File: src/rtl/diag_guard_pkg.sv
package diag_guard_pkg;
  localparam int DATA_W  = 32;
  localparam int ADDR_W  = 8;
  localparam int KEY_LEN = 4;
  localparam logic [KEY_LEN-1:0][7:0] KEY_SEQ = {8'h0D, 8'h07, 8'h02, 8'h04};

  localparam logic [ADDR_W-1:0] KEY_OFF  = 8'h04;
  localparam logic [ADDR_W-1:0] DIAG_OFF = 8'h08;

  localparam int B_MEM_EN = 0;
  localparam int B_HALT   = 1;
  localparam int B_RESET  = 2;
  localparam int B_RW_EN  = 4;
  localparam int B_HIST   = 5;
  localparam int B_BAD    = 6;
  localparam int B_OPEN   = 7;
  localparam int B_BOOT   = 9;
  localparam int B_CLRBAD = 10;

  typedef struct packed {
    logic boot_hold;
    logic rw_en;
    logic cpu_halt;
    logic mem_en;
  } diag_ctrl_t;
endpackage

File: src/rtl/diag_key_tracker.sv
module diag_key_tracker #(
  parameter int DATA_W  = 32,
  parameter int KEY_LEN = 4,
  parameter logic [KEY_LEN-1:0][7:0] KEYS = diag_guard_pkg::KEY_SEQ
) (
  input  logic              clk_i,
  input  logic              rst_ni,
  input  logic              key_we_i,
  input  logic [DATA_W-1:0] key_data_i,
  input  logic              relock_i,
  output logic              unlocked_o
);
  localparam int IDX_W = (KEY_LEN > 1) ? $clog2(KEY_LEN) : 1;
  localparam logic [IDX_W-1:0] LAST = IDX_W'(KEY_LEN - 1);

  logic [IDX_W-1:0] idx_q;
  logic             open_q;
  logic             hit, first_hit, at_last;

  assign hit       = key_data_i == DATA_W'(KEYS[idx_q]);
  assign first_hit = key_data_i == DATA_W'(KEYS[0]);
  assign at_last   = idx_q == LAST;

  always_ff @(posedge clk_i or negedge rst_ni) begin
    if (!rst_ni) begin
      idx_q  <= '0;
      open_q <= 1'b0;
    end else if (key_we_i) begin
      open_q <= hit && at_last;
      if (hit) idx_q <= at_last ? '0 : idx_q + 1'b1;
      else     idx_q <= first_hit ? IDX_W'(1 % KEY_LEN) : '0;
    end else if (relock_i) begin
      open_q <= 1'b0;
    end
  end

  assign unlocked_o = open_q;

  assert_idx_range_R3: assert property (@(posedge clk_i) disable iff (!rst_ni)
    idx_q <= LAST);
  assert_mismatch_locks_R3: assert property (@(posedge clk_i) disable iff (!rst_ni)
    (key_we_i && !hit) |=> !open_q);
  assert_key_write_relocks_R4: assert property (@(posedge clk_i) disable iff (!rst_ni)
    (key_we_i && !at_last) |=> !open_q);
endmodule

File: src/rtl/diag_ctrl_reg.sv
module diag_ctrl_reg
  import diag_guard_pkg::*;
#(
  parameter int DATA_W = 32
) (
  input  logic              clk_i,
  input  logic              rst_ni,
  input  logic              we_i,
  input  logic [DATA_W-1:0] wdata_i,
  input  logic              unlocked_i,
  input  logic              flash_bad_i,
  output diag_ctrl_t        ctrl_o,
  output logic              hist_o,
  output logic              bad_o,
  output logic              reset_req_o,
  output logic              relock_o
);
  diag_ctrl_t ctrl_q;
  logic       hist_q, bad_q, pulse_q;
  logic       wr_ok;

  assign wr_ok    = we_i && unlocked_i;
  assign relock_o = wr_ok && wdata_i[B_RESET];

  always_ff @(posedge clk_i or negedge rst_ni) begin
    if (!rst_ni) begin
      ctrl_q  <= '0;
      hist_q  <= 1'b0;
      bad_q   <= 1'b0;
      pulse_q <= 1'b0;
    end else begin
      pulse_q <= relock_o;
      if (relock_o) hist_q <= 1'b1;
      if (wr_ok) begin
        ctrl_q.mem_en    <= wdata_i[B_MEM_EN];
        ctrl_q.cpu_halt  <= wdata_i[B_HALT];
        ctrl_q.rw_en     <= wdata_i[B_RW_EN];
        ctrl_q.boot_hold <= wdata_i[B_BOOT];
      end
      if (flash_bad_i)                      bad_q <= 1'b1;
      else if (wr_ok && wdata_i[B_CLRBAD]) bad_q <= 1'b0;
    end
  end

  assign ctrl_o      = ctrl_q;
  assign hist_o      = hist_q;
  assign bad_o       = bad_q;
  assign reset_req_o = pulse_q;

  assert_locked_drop_R5: assert property (@(posedge clk_i) disable iff (!rst_ni)
    (we_i && !unlocked_i) |=> $stable(ctrl_q));
  assert_pulse_width_R7: assert property (@(posedge clk_i) disable iff (!rst_ni)
    pulse_q |=> !pulse_q);
  assert_history_set_R7: assert property (@(posedge clk_i) disable iff (!rst_ni)
    pulse_q |-> hist_q);
  assert_bad_sticky_R8: assert property (@(posedge clk_i) disable iff (!rst_ni)
    (bad_q && !wr_ok) |=> bad_q);
endmodule

File: src/rtl/diag_key_guard.sv
module diag_key_guard
  import diag_guard_pkg::*;
(
  input  logic              clk_i,
  input  logic              rst_ni,
  input  logic              req_valid_i,
  input  logic              req_write_i,
  input  logic [ADDR_W-1:0] req_addr_i,
  input  logic [DATA_W-1:0] req_wdata_i,
  output logic [DATA_W-1:0] rd_data_o,
  input  logic              flash_bad_i,
  output logic              adapter_reset_o,
  output logic              diag_mem_en_o,
  output logic              cpu_halt_o,
  output logic              diag_rw_en_o,
  output logic              boot_hold_o,
  output logic              unlocked_o
);
  logic       key_we, diag_we, unlocked, relock, hist, bad, rst_pulse;
  diag_ctrl_t ctrl;
  logic [DATA_W-1:0] diag_view;

  assign key_we  = req_valid_i && req_write_i && (req_addr_i == KEY_OFF);
  assign diag_we = req_valid_i && req_write_i && (req_addr_i == DIAG_OFF);

  diag_key_tracker #(.DATA_W(DATA_W), .KEY_LEN(KEY_LEN), .KEYS(KEY_SEQ)) u_tracker (
    .clk_i      (clk_i),
    .rst_ni     (rst_ni),
    .key_we_i   (key_we),
    .key_data_i (req_wdata_i),
    .relock_i   (relock),
    .unlocked_o (unlocked)
  );

  diag_ctrl_reg #(.DATA_W(DATA_W)) u_ctrl (
    .clk_i       (clk_i),
    .rst_ni      (rst_ni),
    .we_i        (diag_we),
    .wdata_i     (req_wdata_i),
    .unlocked_i  (unlocked),
    .flash_bad_i (flash_bad_i),
    .ctrl_o      (ctrl),
    .hist_o      (hist),
    .bad_o       (bad),
    .reset_req_o (rst_pulse),
    .relock_o    (relock)
  );

  always_comb begin
    diag_view           = '0;
    diag_view[B_MEM_EN] = ctrl.mem_en;
    diag_view[B_HALT]   = ctrl.cpu_halt;
    diag_view[B_RW_EN]  = ctrl.rw_en;
    diag_view[B_HIST]   = hist;
    diag_view[B_BAD]    = bad;
    diag_view[B_OPEN]   = unlocked;
    diag_view[B_BOOT]   = ctrl.boot_hold;
  end

  assign rd_data_o       = (req_addr_i == DIAG_OFF) ? diag_view : '0;
  assign adapter_reset_o = rst_pulse;
  assign diag_mem_en_o   = ctrl.mem_en;
  assign cpu_halt_o      = ctrl.cpu_halt;
  assign diag_rw_en_o    = ctrl.rw_en;
  assign boot_hold_o     = ctrl.boot_hold;
  assign unlocked_o      = unlocked;

  assert_reset_relocks_R7: assert property (@(posedge clk_i) disable iff (!rst_ni)
    adapter_reset_o |-> !unlocked_o);
  assert_unlocked_write_keeps_R6: assert property (@(posedge clk_i) disable iff (!rst_ni)
    (diag_we && unlocked && !req_wdata_i[B_RESET]) |=> unlocked_o);
endmodule

File: config.mk
export PLATFORM = sky130hd
export DESIGN_NAME = diag_key_guard
export DESIGN_NICKNAME = d
export VERILOG_FILES = /design/src/rtl/diag_guard_pkg.sv /design/src/rtl/diag_key_tracker.sv /design/src/rtl/diag_ctrl_reg.sv /design/src/rtl/diag_key_guard.sv
export SDC_FILE = /design/constraint.sdc
export NUM_CORES = 1
export LEC_CHECK = 0
export BUFFER_PORTS_ARGS = -buffer_cell sky130_fd_sc_hd__buf_2
export CORE_MARGIN = 2
export CORE_UTILIZATION = 38
export CTS_CLUSTER_DIAMETER = 200
export DETAILED_ROUTE_END_ITERATION = 16
export GPL_ROUTABILITY_DRIVEN = 0
export PLACE_DENSITY = 0.84
export SETUP_SLACK_MARGIN = 0.2
export SYNTH_ARGS = -nofsm -noshare
export SYNTH_HDL_FRONTEND = slang
export SYNTH_SLANG_ARGS = --single-unit
File: constraint.sdc
create_clock -name clk_i -period 4.6 [get_ports clk_i]
set_input_delay 1.15 -clock clk_i [delete_from_list [all_inputs] [get_ports clk_i]]
set_output_delay 1.15 -clock clk_i [all_outputs]
set_load 0.03 [all_outputs]
==> results.yml, run 1 <==
outcome:
  outcome: "finished clean"
detailed_routing:
  drc: 0
  dr_total_vias: 822
  final_antenna_net_count: 0
  drt-pass1-iter-count: 4
  avgViaCountPerCell: 4.62
  post_drt_wl_per_cell_um: 11.6
  routed_wirelength_mm: 2.07
  drt-initial-drc-count: 14
logic_synthesis:
  synthesis.area_per_instance_um2: 9.38
  yosys_most_used_dff: "sky130_fd_sc_hd__dfrtp_1"
  netlist-cell-type-count: 30
  postSynthRegisterBits: 10
  postSynthCellCount: 91
  synth_enable_flop_cells: 0
  yosys_warning_total: 0
  synthesis.area_um2: 853
  synth_async_sr_flop_share: 1.00
  ys_seq_area_frac: 0.293
timing:
  finalHoldViolations: 0
  skew_final_ns: 0.00404
  final_sum_of_negative_setup_slack_ns: 0
  finalSetupViolCount: 0
  rsz0062_at_grt: "false"
  fmax_mhz: 287
  hold_slack_ns: 0.473
  period_needed_ns: 3.49
  finalMaxSlewViolations: 0
  period_share: 0.758
worst_hold_path:
  hp-start: "u_ctrl.hist_o"
  hold_path_class: "reg2reg"
worst_setup_path:
  worstSetupStartpointType: "input pin"
  critical_path.slowest_cell: "sky130_fd_sc_hd__nor4_4"
  cpPeakStageDelay_ns: 0.41
  regToRegEndpoint: "u_tracker.idx_q[0]"
  critPathMaxFanout: 7
  worst_ep_required_time_ns: 3.45
  cp-endpoint: "rd_data_o[1]"
  endpoint_kind: "primary output"
  crit_start: "req_addr_i[1]"
  worst_ep_arrival_time_ns: 2.34
  crit_path_cell_trace: "buf_2, nor4_4, and3_2, and2_1, buf_2"
  rrSetupSlack_ns: 2.83
  reg2reg_from: "u_tracker.idx_q[1]"
  path_class: "in2out"
  path_common_cell: "sky130_fd_sc_hd__buf_2"
  r2r_cells: 6
layout:
  utilization: 0.506
  antenna_cells: 0
  layoutNonFillerInstCount: 178
  most-common-layout-cells: "sky130_fd_sc_hd__buf_2 (57), sky130_fd_sc_hd__conb_1 (25), sky130_fd_sc_hd__dfrtp_1 (10), sky130_fd_sc_hd__nor4_1 (9), sky130_fd_sc_hd__and2_1 (7)"
  post_route_cells_drive_above_1_share: 0.467
  finalNetCount: 199
  mostFrequentLayoutCell: "sky130_fd_sc_hd__buf_2"
  area_delta_synth_final_pct: 28.7
  fill_cell_count: 222
power:
  power.sequential.fraction: 0.432
  maximum_vdd_drop_uv: 98.5
  comb_power_share: 0.286
  power.clock.fraction: 0.282
  cell_pwr_density_nw_per_um2: 185
  p_leak_uw: 0.000629
  power.switching_fraction: 0.334
  power.switching_uw: 68.0
  internal_power_uw: 135
grt:
  first_pass_grt_wire_length_mm: 2.89
  grt_pass1_vias: 716
  maximum_number_of_pins_on_one_net_before_global_route_repair: 11
  overflow: 0
  grt_antenna_before_repair: 0
  grt_use_total: 0.150
cts:
  clk_root_buffer_cell: "sky130_fd_sc_hd__clkbuf_4"
  cts_repair_resize_count: 0
  post-cts-setup-buffer-count: 0
  ctsHtreeMaxLevel: 1
  cts_buffers: 3
  cts_tree: "done"
  cts.sink_count: 10
  clk_pin_slew_worst_paths_ns: 0.06
  clk_latency_ns: 0.26
  clock_tree.buffer_depth: 2
  cts-hold-fix-buffers: 0
floorplan:
  fp.dieArea_um2: 2640
  design.portCount: 83
  placeableCoreArea_um2: 2170
  chipHeight_um: 51.4
  initial_utilization: 0.393
  chipWidth_um: 51.4
  number_of_rows_created_at_floorplan: 17
place:
  dp_hpwl_mm: 1.83
  portBuffers: 57
  dpl.cell_count: 175
run:
  max_capacitance_violation_count: 0
[worst min path at each step]
stage,end,slack [ns],cells past startpoint
floorplan,u_ctrl.hist_o,0.43,1
global placement,u_ctrl.hist_o,0.45,1
detailed placement,u_ctrl.bad_o,0.46,1
CTS,u_ctrl.bad_o,0.48,1
global route,u_ctrl.hist_o,0.49,1
finish,u_ctrl.hist_o,0.47,1
[layout make-up]
| type | instances | area, um^2 | share of cell area |
|---|---|---|---|
| timing repair buffer | 57 | 285 | 0.260 |
| tap | 28 | 35.0 | 0.0319 |
| inverter | 2 | 7.51 | 0.00683 |
| multi-input combinational | 78 | 498 | 0.453 |
| clock buffer | 3 | 22.5 | 0.0205 |
| sequential | 10 | 250 | 0.228 |
[cell families (layout without fill, tap and decap cells)]
logic type	Yosys count	in the layout	share of synthesized area
XOR/XNOR	4	4	0.0411
adder cells (fa/ha/maj)	2	2	0.0293
AO/OA/AOI/OAI	6	6	0.0455
other	1	25	0.00439
buffers and inverters	27	62	0.229
AND/OR/NAND/NOR	36	36	0.293
multiplexers	5	5	0.0645
flip-flops	10	10	0.293
[per-stage QoR]
| stage | setup WS [ns] | area, um^2 | power, uW |
|---|---|---|---|
| after floorplan | 1.37 | 943 | 140 |
| after global placement | 1.16 | 1080 | 145 |
| after detailed placement | 1.10 | 1080 | 147 |
| after CTS | 1.11 | 1100 | 204 |
| after global routing | 1.05 | 1100 | 213 |
| final | 1.11 | 1100 | 203 |
[power groups by stage]
stage / clock [uW] / combinational [uW] / sequential (uW)
floorplan: 0 / 50.0 / 89.6
global placement: 0 / 55.9 / 89.6
detailed placement: 0 / 57.8 / 89.6
CTS: 58.3 / 57.9 / 87.9
global route: 62.9 / 62.4 / 87.9
finish: 57.3 / 58.2 / 87.9
[layer usage]
layer	track usage	vias to the layer above	wire (um)	part of all wire
li1	-	394	-	-
met1	0.162	381	760	0.37
met2	0.278	45	1130	0.55
met3	0.0380	2	160	0.077
met4	0.0526	0	14	0.0068
met5	0	-	0	0
[registers in the layout (all words and copies together), names as in the netlist]
signal / flops
u_ctrl.bad_o: 1
u_tracker.unlocked_o: 1
u_ctrl.ctrl_o: 4
u_ctrl.reset_req_o: 1
u_ctrl.hist_o: 1
u_tracker.idx_q: 2
[worst max-delay path: cells and delay by family]
kind,cells,cell delay (ns)
AND/OR/NAND/NOR,3,0.88
buffers and inverters,2,0.30
[synth_stat cells (all sizes together), types with 2 or more instances]
library cell  count  area share
dfrtp            10        0.29
and4bb            2       0.029
ha                2       0.029
xor2              2       0.021
nand4             2       0.015
xnor2             2       0.021
inv               2      0.0088
nand2             2      0.0088
and3              2       0.016
buf              25        0.22
nor2b             2       0.015
nor2              2      0.0088
o21ai             2       0.012
nor4             10       0.091
mux2              4       0.053
and2              7       0.051
nand3             3       0.023
(Power assumes the default switching activity.)
==> run 2, diff against run 1 <==
--- a/config.mk
+++ b/config.mk
@@ -6,12 +6,13 @@
 export NUM_CORES = 1
 export LEC_CHECK = 0
 export BUFFER_PORTS_ARGS = -buffer_cell sky130_fd_sc_hd__buf_2
+export CORE_ASPECT_RATIO = 2
 export CORE_MARGIN = 2
-export CORE_UTILIZATION = 38
+export CORE_UTILIZATION = 32
 export CTS_CLUSTER_DIAMETER = 200
 export DETAILED_ROUTE_END_ITERATION = 16
 export GPL_ROUTABILITY_DRIVEN = 0
-export PLACE_DENSITY = 0.84
+export PLACE_DENSITY = 0.75
 export SETUP_SLACK_MARGIN = 0.2
 export SYNTH_ARGS = -nofsm -noshare
 export SYNTH_HDL_FRONTEND = slang
==> constraint.sdc (replaced) <==
create_clock -name clk_i -period 3 [get_ports clk_i]
set_input_delay 0.75 -clock clk_i [delete_from_list [all_inputs] [get_ports clk_i]]
set_output_delay 0.75 -clock clk_i [all_outputs]
set_load 0.03 [all_outputs]
==> run 2 against run 1 <==
  * Critical path depth is the same
  * Routed wire length shrank 9.0%
  * Global-route usage shrank 3.1 points
  * Clock power grew 130%
  * Register-to-register slack lost 1.5 ns
  * Total power grew 75%
  * Die area grew 18%
  * Final cell count grew 0.56%
  * Sequential cell count is the same
  * Worst hold slack lost 0.11 ns
  * Largest cell class unchanged
==> results.yml, run 2 (synthesis gave the netlist of run 1 again) <==
worst_setup_path:
  crit_path_cell_trace: "buf_2, nor4_4, and3_2, and2_1, buf_2"
  worstSetupStartpointType: "input pin"
  critical_path.slowest_cell: "sky130_fd_sc_hd__and3_2"
  worst_ep_required_time_ns: 2.25
  rrSetupSlack_ns: 1.33
  crit_start: "req_addr_i[1]"
  critPathMaxFanout: 7
  reg2reg_from: "u_tracker.idx_q[1]"
  cpPeakStageDelay_ns: 0.29
  path_class: "in2out"
  critical-path-top-delay-family: "simple AND/OR/NAND/NOR gates"
  r2r_cells: 6
  path_common_cell: "sky130_fd_sc_hd__buf_2"
  endpoint_kind: "primary output"
  cp.buffers_inverters: 2
  worst_ep_arrival_time_ns: 1.76
  regToRegEndpoint: "u_tracker.idx_q[0]"
floorplan:
  chipHeight_um: 77.0
  placeableCoreArea_um2: 2540
  number_of_rows_created_at_floorplan: 26
  fp.dieArea_um2: 3120
  design.portCount: 83
  initial_utilization: 0.336
  chipWidth_um: 40.5
timing:
  finalSetupViolCount: 0
  skew_final_ns: 0.00275
  rsz0062_at_grt: "false"
  finalHoldViolations: 0
  final_sum_of_negative_setup_slack_ns: 0
  finalMaxSlewViolations: 0
  fmax_mhz: 399
  hold_slack_ns: 0.367
  period_needed_ns: 2.51
  period_share: 0.836
cts:
  cts_repair_resize_count: 0
  cts_buffers: 3
  clk_root_buffer_cell: "sky130_fd_sc_hd__clkbuf_8"
  clock_tree.buffer_depth: 2
  cts-hold-fix-buffers: 0
  clk_pin_slew_worst_paths_ns: 0.04
  ctsHtreeMaxLevel: 1
  cts.sink_count: 10
  post-cts-setup-buffer-count: 0
  clk_latency_ns: 0.23
  cts_tree: "done"
place:
  dp_hpwl_mm: 1.67
  detailed_place.area_um2: 1080
  portBuffers: 57
outcome:
  outcome: "finished clean"
grt:
  first_pass_grt_wire_length_mm: 2.68
  grt_pass1_vias: 717
  overflow: 0
  maximum_number_of_pins_on_one_net_before_global_route_repair: 11
  grt_use_total: 0.119
  grt_antenna_before_repair: 0
layout:
  mostFrequentLayoutCell: "sky130_fd_sc_hd__buf_2"
  final-seq-area_um2: 250
  area_delta_synth_final_pct: 31.8
  most-common-layout-cells: "sky130_fd_sc_hd__buf_2 (57), sky130_fd_sc_hd__conb_1 (25), sky130_fd_sc_hd__dfrtp_1 (10), sky130_fd_sc_hd__nor4_1 (9), sky130_fd_sc_hd__and2_1 (7)"
  finalNetCount: 200
  fill_cell_count: 276
  post_route_cells_drive_above_1_share: 0.470
  largest_register_ffs: 4
  antenna_cells: 0
  multi_input_area_um2: 498
  finalInstanceArea_um2: 1120
detailed_routing:
  final_antenna_net_count: 0
  drc: 0
  drt-pass1-iter-count: 4
  routed_wirelength_mm: 1.88
  dr_total_vias: 811
  avgViaCountPerCell: 4.53
  drt-initial-drc-count: 4
  post_drt_wl_per_cell_um: 10.5
power:
  cell_pwr_density_nw_per_um2: 317
  maximum_vdd_drop_uv: 226
  finalPower_uw: 356
  p_leak_uw: 0.000642
run:
  max_capacitance_violation_count: 0
worst_hold_path:
  hold_path_class: "in2async"
## run 2: changes by cell type in the layout (fill, tap and decap cells not counted), sizes merged
cell  delta
buf      +1
## run 2: cell type report
class	count	area share
sequential	10	0.222
tap	28	0.0311
inverter	2	0.00667
multi-input combinational	78	0.443
clock buffer	3	0.0367
timing repair buffer	58	0.260
## run 2: metal layers
metal,part of all wire,GRT usage
met1,0.33,0.122
met2,0.54,0.217
met4,0.0069,0.0300
met5,0,0
met3,0.13,0.0260
## run 2: metrics by stage
stage	utilization	setup WS [ns]	instances
floorplan	-	0.571	115
CTS	0.443	0.467	179
finish	0.443	0.492	179
global placement	0.427	0.458	176
detailed placement	0.427	0.469	176
global route	0.443	0.369	179
## run 2: worst max path at each step
stage / endpoint / slack, ns / depth (start not counted)
after floorplan: rd_data_o[0] / 0.57 / 3
after global placement: rd_data_o[0] / 0.46 / 5
after detailed placement: rd_data_o[4] / 0.47 / 5
after CTS: rd_data_o[4] / 0.47 / 5
after global routing: rd_data_o[7] / 0.37 / 5
final: rd_data_o[1] / 0.49 / 5
## run 2: where the power goes
part	internal, uW	switching [uW]
Clock	87.3	45.9
Sequential	135	0.000000000623
Combinational	26.9	60.9
